--- config.mk ---
export PLATFORM = sky130hd
export DESIGN_NAME = banked_irq_ctrl
export DESIGN_NICKNAME = d
export VERILOG_FILES = /design/src/rtl/banked_irq_ctrl.sv
export SDC_FILE = /design/constraint.sdc
export NUM_CORES = 1
export LEC_CHECK = 0
export BUFFER_PORTS_ARGS = -buffer_cell sky130_fd_sc_hd__clkbuf_2
export CELL_PAD_IN_SITES_DETAIL_PLACEMENT = 2
export CELL_PAD_IN_SITES_GLOBAL_PLACEMENT = 2
export CORE_ASPECT_RATIO = 1.1
export CORE_MARGIN = 4
export CORE_UTILIZATION = 37
export DETAILED_ROUTE_END_ITERATION = 8
export PLACE_DENSITY_LB_ADDON = 0.05
export SLEW_MARGIN = 40
export SYNTH_ARGS = -nofsm -noshare
export SYNTH_HDL_FRONTEND = slang
export SYNTH_SLANG_ARGS = --single-unit
--- constraint.sdc ---
create_clock -name clk -period 2.9 [get_ports clk]
set_input_delay 0.58 -clock clk [delete_from_list [all_inputs] [get_ports clk]]
set_output_delay 0.58 -clock clk [all_outputs]
set_load 0.05 [all_outputs]
--- src/rtl/banked_irq_ctrl.sv ---
module banked_irq_ctrl #(
  parameter int NUM_BANKS = 3,
  parameter int BANK_W    = 16,
  parameter int ADDR_W    = 14
) (
  input  logic                 clk,
  input  logic                 rst_n,
  input  logic [NUM_BANKS*BANK_W-1:0] src_i,
  input  logic                 bus_en,
  input  logic                 bus_we,
  input  logic [ADDR_W-1:0]    bus_addr,
  input  logic [BANK_W-1:0]    bus_wdata,
  output logic [BANK_W-1:0]    bus_rdata,
  output logic                 irq_o,
  output logic                 fiq_o
);
  localparam int NSRC = NUM_BANKS * BANK_W;
  localparam int BSEL_W = ADDR_W - 12;
  localparam logic [11:0] STAT_OFS = 12'h240;
  localparam logic [11:0] MASK_OFS = 12'h280;
  localparam logic [NSRC-1:0] IMPL_M = NSRC'(48'h0001_3007_FFFA);
  localparam logic [NSRC-1:0] FAST_M = NSRC'(48'h0001_0000_000A);
  localparam logic [NSRC-1:0] EVT_M  = NSRC'(48'h0000_0001_CF1A);

  function automatic logic [NSRC-1:0] eoi_decode(input logic [ADDR_W-1:0] a);
    logic [NSRC-1:0] v;
    v = '0;
    case (a)
      ADDR_W'(16'h0600): v[1]  = 1'b1;
      ADDR_W'(16'h0640): v[3]  = 1'b1;
      ADDR_W'(16'h07C0): v[4]  = 1'b1;
      ADDR_W'(16'h06C0): v[8]  = 1'b1;
      ADDR_W'(16'h0700): v[9]  = 1'b1;
      ADDR_W'(16'h0740): v[10] = 1'b1;
      ADDR_W'(16'h0680): v[11] = 1'b1;
      ADDR_W'(16'h0780): v[14] = 1'b1;
      ADDR_W'(16'h1600): v[15] = 1'b1;
      ADDR_W'(16'h1700): v[16] = 1'b1;
      default: v = '0;
    endcase
    return v;
  endfunction

  logic [NSRC-1:0] sync1_q, sync2_q, prev_q, latch_q, mask_q;
  logic [NSRC-1:0] set_vec, eoi_hit, status, live;
  logic [BSEL_W-1:0] bsel;
  logic stat_sel, mask_sel, bank_ok, wr;

  assign wr       = bus_en & bus_we;
  assign bsel     = bus_addr[ADDR_W-1:12];
  assign bank_ok  = int'(bsel) < NUM_BANKS;
  assign stat_sel = bank_ok && bus_addr[11:0] == STAT_OFS;
  assign mask_sel = bank_ok && bus_addr[11:0] == MASK_OFS;
  assign set_vec  = sync2_q & ~prev_q & EVT_M;
  assign eoi_hit  = wr ? eoi_decode(bus_addr) : '0;
  assign status   = ((sync2_q & ~EVT_M) | latch_q) & IMPL_M;
  assign live     = status & mask_q;

  always_ff @(posedge clk or negedge rst_n) begin
    if (!rst_n) begin
      sync1_q <= '0;
      sync2_q <= '0;
      prev_q  <= '0;
      latch_q <= '0;
    end else begin
      sync1_q <= src_i;
      sync2_q <= sync1_q;
      prev_q  <= sync2_q;
      latch_q <= ((latch_q & ~eoi_hit) | set_vec) & EVT_M;
    end
  end

  for (genvar b = 0; b < NUM_BANKS; b++) begin : g_bank
    always_ff @(posedge clk or negedge rst_n) begin
      if (!rst_n)
        mask_q[b*BANK_W +: BANK_W] <= '0;
      else if (wr && mask_sel && int'(bsel) == b)
        mask_q[b*BANK_W +: BANK_W] <= bus_wdata & IMPL_M[b*BANK_W +: BANK_W];
    end
  end

  always_ff @(posedge clk or negedge rst_n) begin
    if (!rst_n) begin
      bus_rdata <= '0;
      irq_o     <= 1'b0;
      fiq_o     <= 1'b0;
    end else begin
      irq_o <= |(live & ~FAST_M);
      fiq_o <= |(live & FAST_M);
      if (bus_en && !bus_we) begin
        if (stat_sel)      bus_rdata <= status[int'(bsel)*BANK_W +: BANK_W];
        else if (mask_sel) bus_rdata <= mask_q[int'(bsel)*BANK_W +: BANK_W];
        else               bus_rdata <= '0;
      end
    end
  end

  a_r6_eoi_clears: assert property (@(posedge clk) disable iff (!rst_n)
    (eoi_hit != '0 && (eoi_hit & set_vec) == '0) |=> (latch_q & $past(eoi_hit)) == '0);

  a_r7_set_wins: assert property (@(posedge clk) disable iff (!rst_n)
    ((eoi_hit & set_vec) != '0) |=> (latch_q & $past(eoi_hit & set_vec)) == $past(eoi_hit & set_vec));

  a_r9_masked_quiet: assert property (@(posedge clk) disable iff (!rst_n)
    ($past(mask_q) == '0) |-> (!irq_o && !fiq_o));

  a_r3_mask_write: assert property (@(posedge clk) disable iff (!rst_n)
    (wr && mask_sel && bsel == '0) |=> mask_q[BANK_W-1:0] == $past(bus_wdata & IMPL_M[BANK_W-1:0]));

  a_r8_fast_route: assert property (@(posedge clk) disable iff (!rst_n)
    fiq_o |-> $past((live & FAST_M) != '0));

  a_r10_status_ro: assert property (@(posedge clk) disable iff (!rst_n)
    (wr && stat_sel) |=> $stable(mask_q));
endmodule

==> flow_metrics.env <==
export IMPL_syn_inst=263
export IMPL_finalCritPeriodShare_pct=69.80
export IMPL_p_leak_nw=2.043
export IMPL_syn_to_final_growth_pct=20.43
export IMPL_power_frac_comb_pct=5.1
export IMPL_status="complete, no violations"
export IMPL_fillers=965
export IMPL_clk_path_buf_depth=2
export IMPL_die_area_um2=11380
export IMPL_gp_congestion=0.7314
export IMPL_vias_per_cell=5.159
export IMPL_grt_max_degree=54
export IMPL_p_switching_w=0.0005844
export IMPL_final_area_um2=4337
export IMPL_cp_start_kind="input pin"
export IMPL_cts_htree_levels=3
export IMPL_yosysSeqAreaShare_pct=68.10
export IMPL_grt_overflow_total=0
export IMPL_die_w_um=102.1
export IMPL_core_area_um2=9444
export IMPL_first_global_vias=2734
export IMPL_initial_core_util_pct=38.13
export IMPL_insertion_delay_ps=370
export IMPL_ys_ff_latch=98
export IMPL_crit_arrival_ps=2280
export IMPL_ctsHoldBuffers=0
export IMPL_netlist_top_cell_by_area="dfrtp_1"
export IMPL_drtAntennaViolNets=0
export IMPL_cp_slowest_cell="or4b_1"
export IMPL_synth_edf_count=0
export IMPL_grtUsageTotal_pct=16.49
export IMPL_place_area_um2=4125
export IMPL_peakVddDrop_mv=0.2733
export IMPL_numCtsBuffers=9
export IMPL_clockRootBuffer="clkbuf_8"
export IMPL_period_needed_ps=2024
export IMPL_core_rowCount=37
export IMPL_syn_area_per_cell_um2=13.69
export IMPL_vias=2399
export IMPL_slew_headroom_pct=48.87
export IMPL_netlist_area_um2=3601
export IMPL_cts_tree="built"
export IMPL_crit_buf_inv=2
export IMPL_synth_top_cells_by_area="dfrtp_1, o21ai_0, mux2_4"
export IMPL_rsz0062_at_grt="no"
export IMPL_reg2reg_from="sync2_q[12]$_DFF_PN0_"
export IMPL_synth_nets=345
export IMPL_cts_sinks=98
export IMPL_pwr_share_seq_pct=57.3
export IMPL_wl_mm=8.741
export IMPL_io_pins=100
export IMPL_wl_per_cell_um=18.80
export IMPL_required_ps=3160
export IMPL_cpPeakStageDelay_ps=680
export IMPL_synthArstFlopShare_pct=100.0
export IMPL_drt_initial_drc_count=91
export IMPL_yosysWarnings=0
export IMPL_fin_nets=425
export IMPL_crit_type="in -> reg"
export IMPL_synth_distinct_cells=34
export IMPL_cap_violations=0
export IMPL_die_h_um=111.5
export IMPL_drt_first_pass_iters=4
export IMPL_n_antenna_cell=0
export IMPL_postCtsSetupRepairBufs=0
export IMPL_drv_slew=0
export IMPL_crit_family="simple AND/OR/NAND/NOR gates"
export IMPL_hold_ws_ps=225.8
export IMPL_fmax_ghz=0.4940
export IMPL_hold_viol=0
export IMPL_end_kind="flop"
export IMPL_port_buffers=71
export IMPL_switching_share_pct=23.70
export IMPL_synth_top_cell_area_share_pct=68.10
export IMPL_worstPathCellList="clkbuf_2 > or4b_1 > nor4_4 > buf_4 > mux2_2"
export IMPL_fin_setup_tns_ps=0
export IMPL_hp_class="in -> async"
export IMPL_finalSetupViolCount=0
export IMPL_critPathMaxFanout=14
export IMPL_grt_first_pass_wirelength_mm=14.22
export IMPL_synth_top_flop_cell="dfrtp_1"
export IMPL_p_clk_share_pct=37.6
export IMPL_grt_antenna_before_repair=0
export IMPL_finalClockSkew_ps=8.412
export IMPL_crit_start="bus_addr[8]"
export IMPL_internal_power_w=0.001881
export IMPL_dp_hpwl_mm=6.513
export IMPL_drc=0
export IMPL_power_density_nw_per_um2=568.6
export IMPL_layout_drive_gt1_share_pct=35.34
export IMPL_worst_slew_pin_slew_ps=765.4
export IMPL_clk_pin_slew_worst_paths_ps=100
export IMPL_cts_resized_gates=0
[sequential cells by signal (all words and copies together) (netlist names)]
| register | flops |
|---|---|
| fiq_o | 1 |
| irq_o | 1 |
| mask_q | 20 |
| sync2_q | 20 |
| latch_q | 10 |
| sync1_q | 20 |
| prev_q | 10 |
| bus_rdata | 16 |
[power by group through the flow]
stage,Clock [W],Sequential (W),Combinational (W)
2_1_floorplan,0,0.00144,0.0000381
3_3_place_gp,0,0.00144,0.000125
3_5_place_dp,0,0.00144,0.000129
4_1_cts,0.000965,0.00142,0.000130
5_1_grt,0.00103,0.00142,0.000142
6_report,0.000926,0.00141,0.000126
[worst paths after layout]
check	end	slack, ps	cells past startpoint
min	bus_rdata[14]$_DFFE_PN0P_	230	1
min in group clk	sync1_q[10]$_DFF_PN0_	310	1
max reg2reg	irq_o$_DFF_PN0_	1600	4
min reg2reg	sync2_q[32]$_DFF_PN0_	350	0
max	mask_q[4]$_DFFE_PN0P_	880	5
max in group asynchronous	prev_q[8]$_DFF_PN0_	1990	2
[Yosys cell counts, types with 2 or more instances]
cell type   n
dfrtp_1    98
o21ai_0    34
nand2_1    19
a22oi_1    17
inv_1      13
mux2_2     13
mux2_4     10
clkbuf_1    7
nor2_1      5
a21oi_1     4
nand3_1     4
mux2i_1     3
nand4_1     3
nor2b_1     3
nor4_4      3
o41ai_1     3
or3_1       3
a221oi_1    2
a222oi_1    2
nand2b_1    2
nand3b_1    2
[layer usage]
layer	GRT usage, %	wire length, um	vias to the layer above
li1	-	-	1094
met1	21.08	3761	1228
met2	26.83	4320	67
met3	3.509	489	10
met4	6.999	169	0
met5	0	0	-
[worst register-to-register path, cell delays in order, from the launching register on]
cell      delay (ps)
dfrtp_1          400
a22o_1           230
a221oi_1         260
and3_1           200
nand3_1           80
[final cells by class]
| cell class | instances | area, um2 | area share [%] |
|---|---|---|---|
| inverter | 13 | 48.80 | 1.125 |
| timing repair buffer | 78 | 422.9 | 9.752 |
| sequential | 98 | 2452 | 56.55 |
| multi-input combinational | 143 | 1055 | 24.32 |
| clock buffer | 10 | 137.6 | 3.174 |
| clock inverter | 6 | 73.82 | 1.702 |
| tap | 117 | 146.4 | 3.376 |
[layout by cell type (no fill, tap or decap), types with 5 or more instances in the layout]
cell / instances
nor2_1: 5
inv_1: 13
clkbuf_8: 10
clkbuf_2: 70
mux2_4: 10
buf_4: 7
a22oi_1: 17
o21ai_0: 34
mux2_2: 13
nand2_1: 19
dfrtp_1: 98
[metrics by stage]
stage                     setup WS, ps  total power [W]  instances  utilization, %
after floorplan                  752.2         0.001475        263               -
after global placement           541.7         0.001566        449           43.68
after detailed placement         469.1         0.001571        449           43.68
after CTS                        878.8         0.002510        465           45.92
after global routing             804.8         0.002590        465           45.92
final                            875.9         0.002466        465           45.92
[cells by family (layout without fill, tap and decap cells)]
| logic type | after synthesis | after routing | synth area share, % |
|---|---|---|---|
| and+or+nand+nor | 53 | 53 | 9.139 |
| muxes | 26 | 26 | 9.069 |
| buffers and inverters | 22 | 107 | 2.606 |
| DFF | 98 | 98 | 68.10 |
| AOI/OAI and AO/OA | 64 | 64 | 11.08 |
Power figures use the tool's default switching activity.
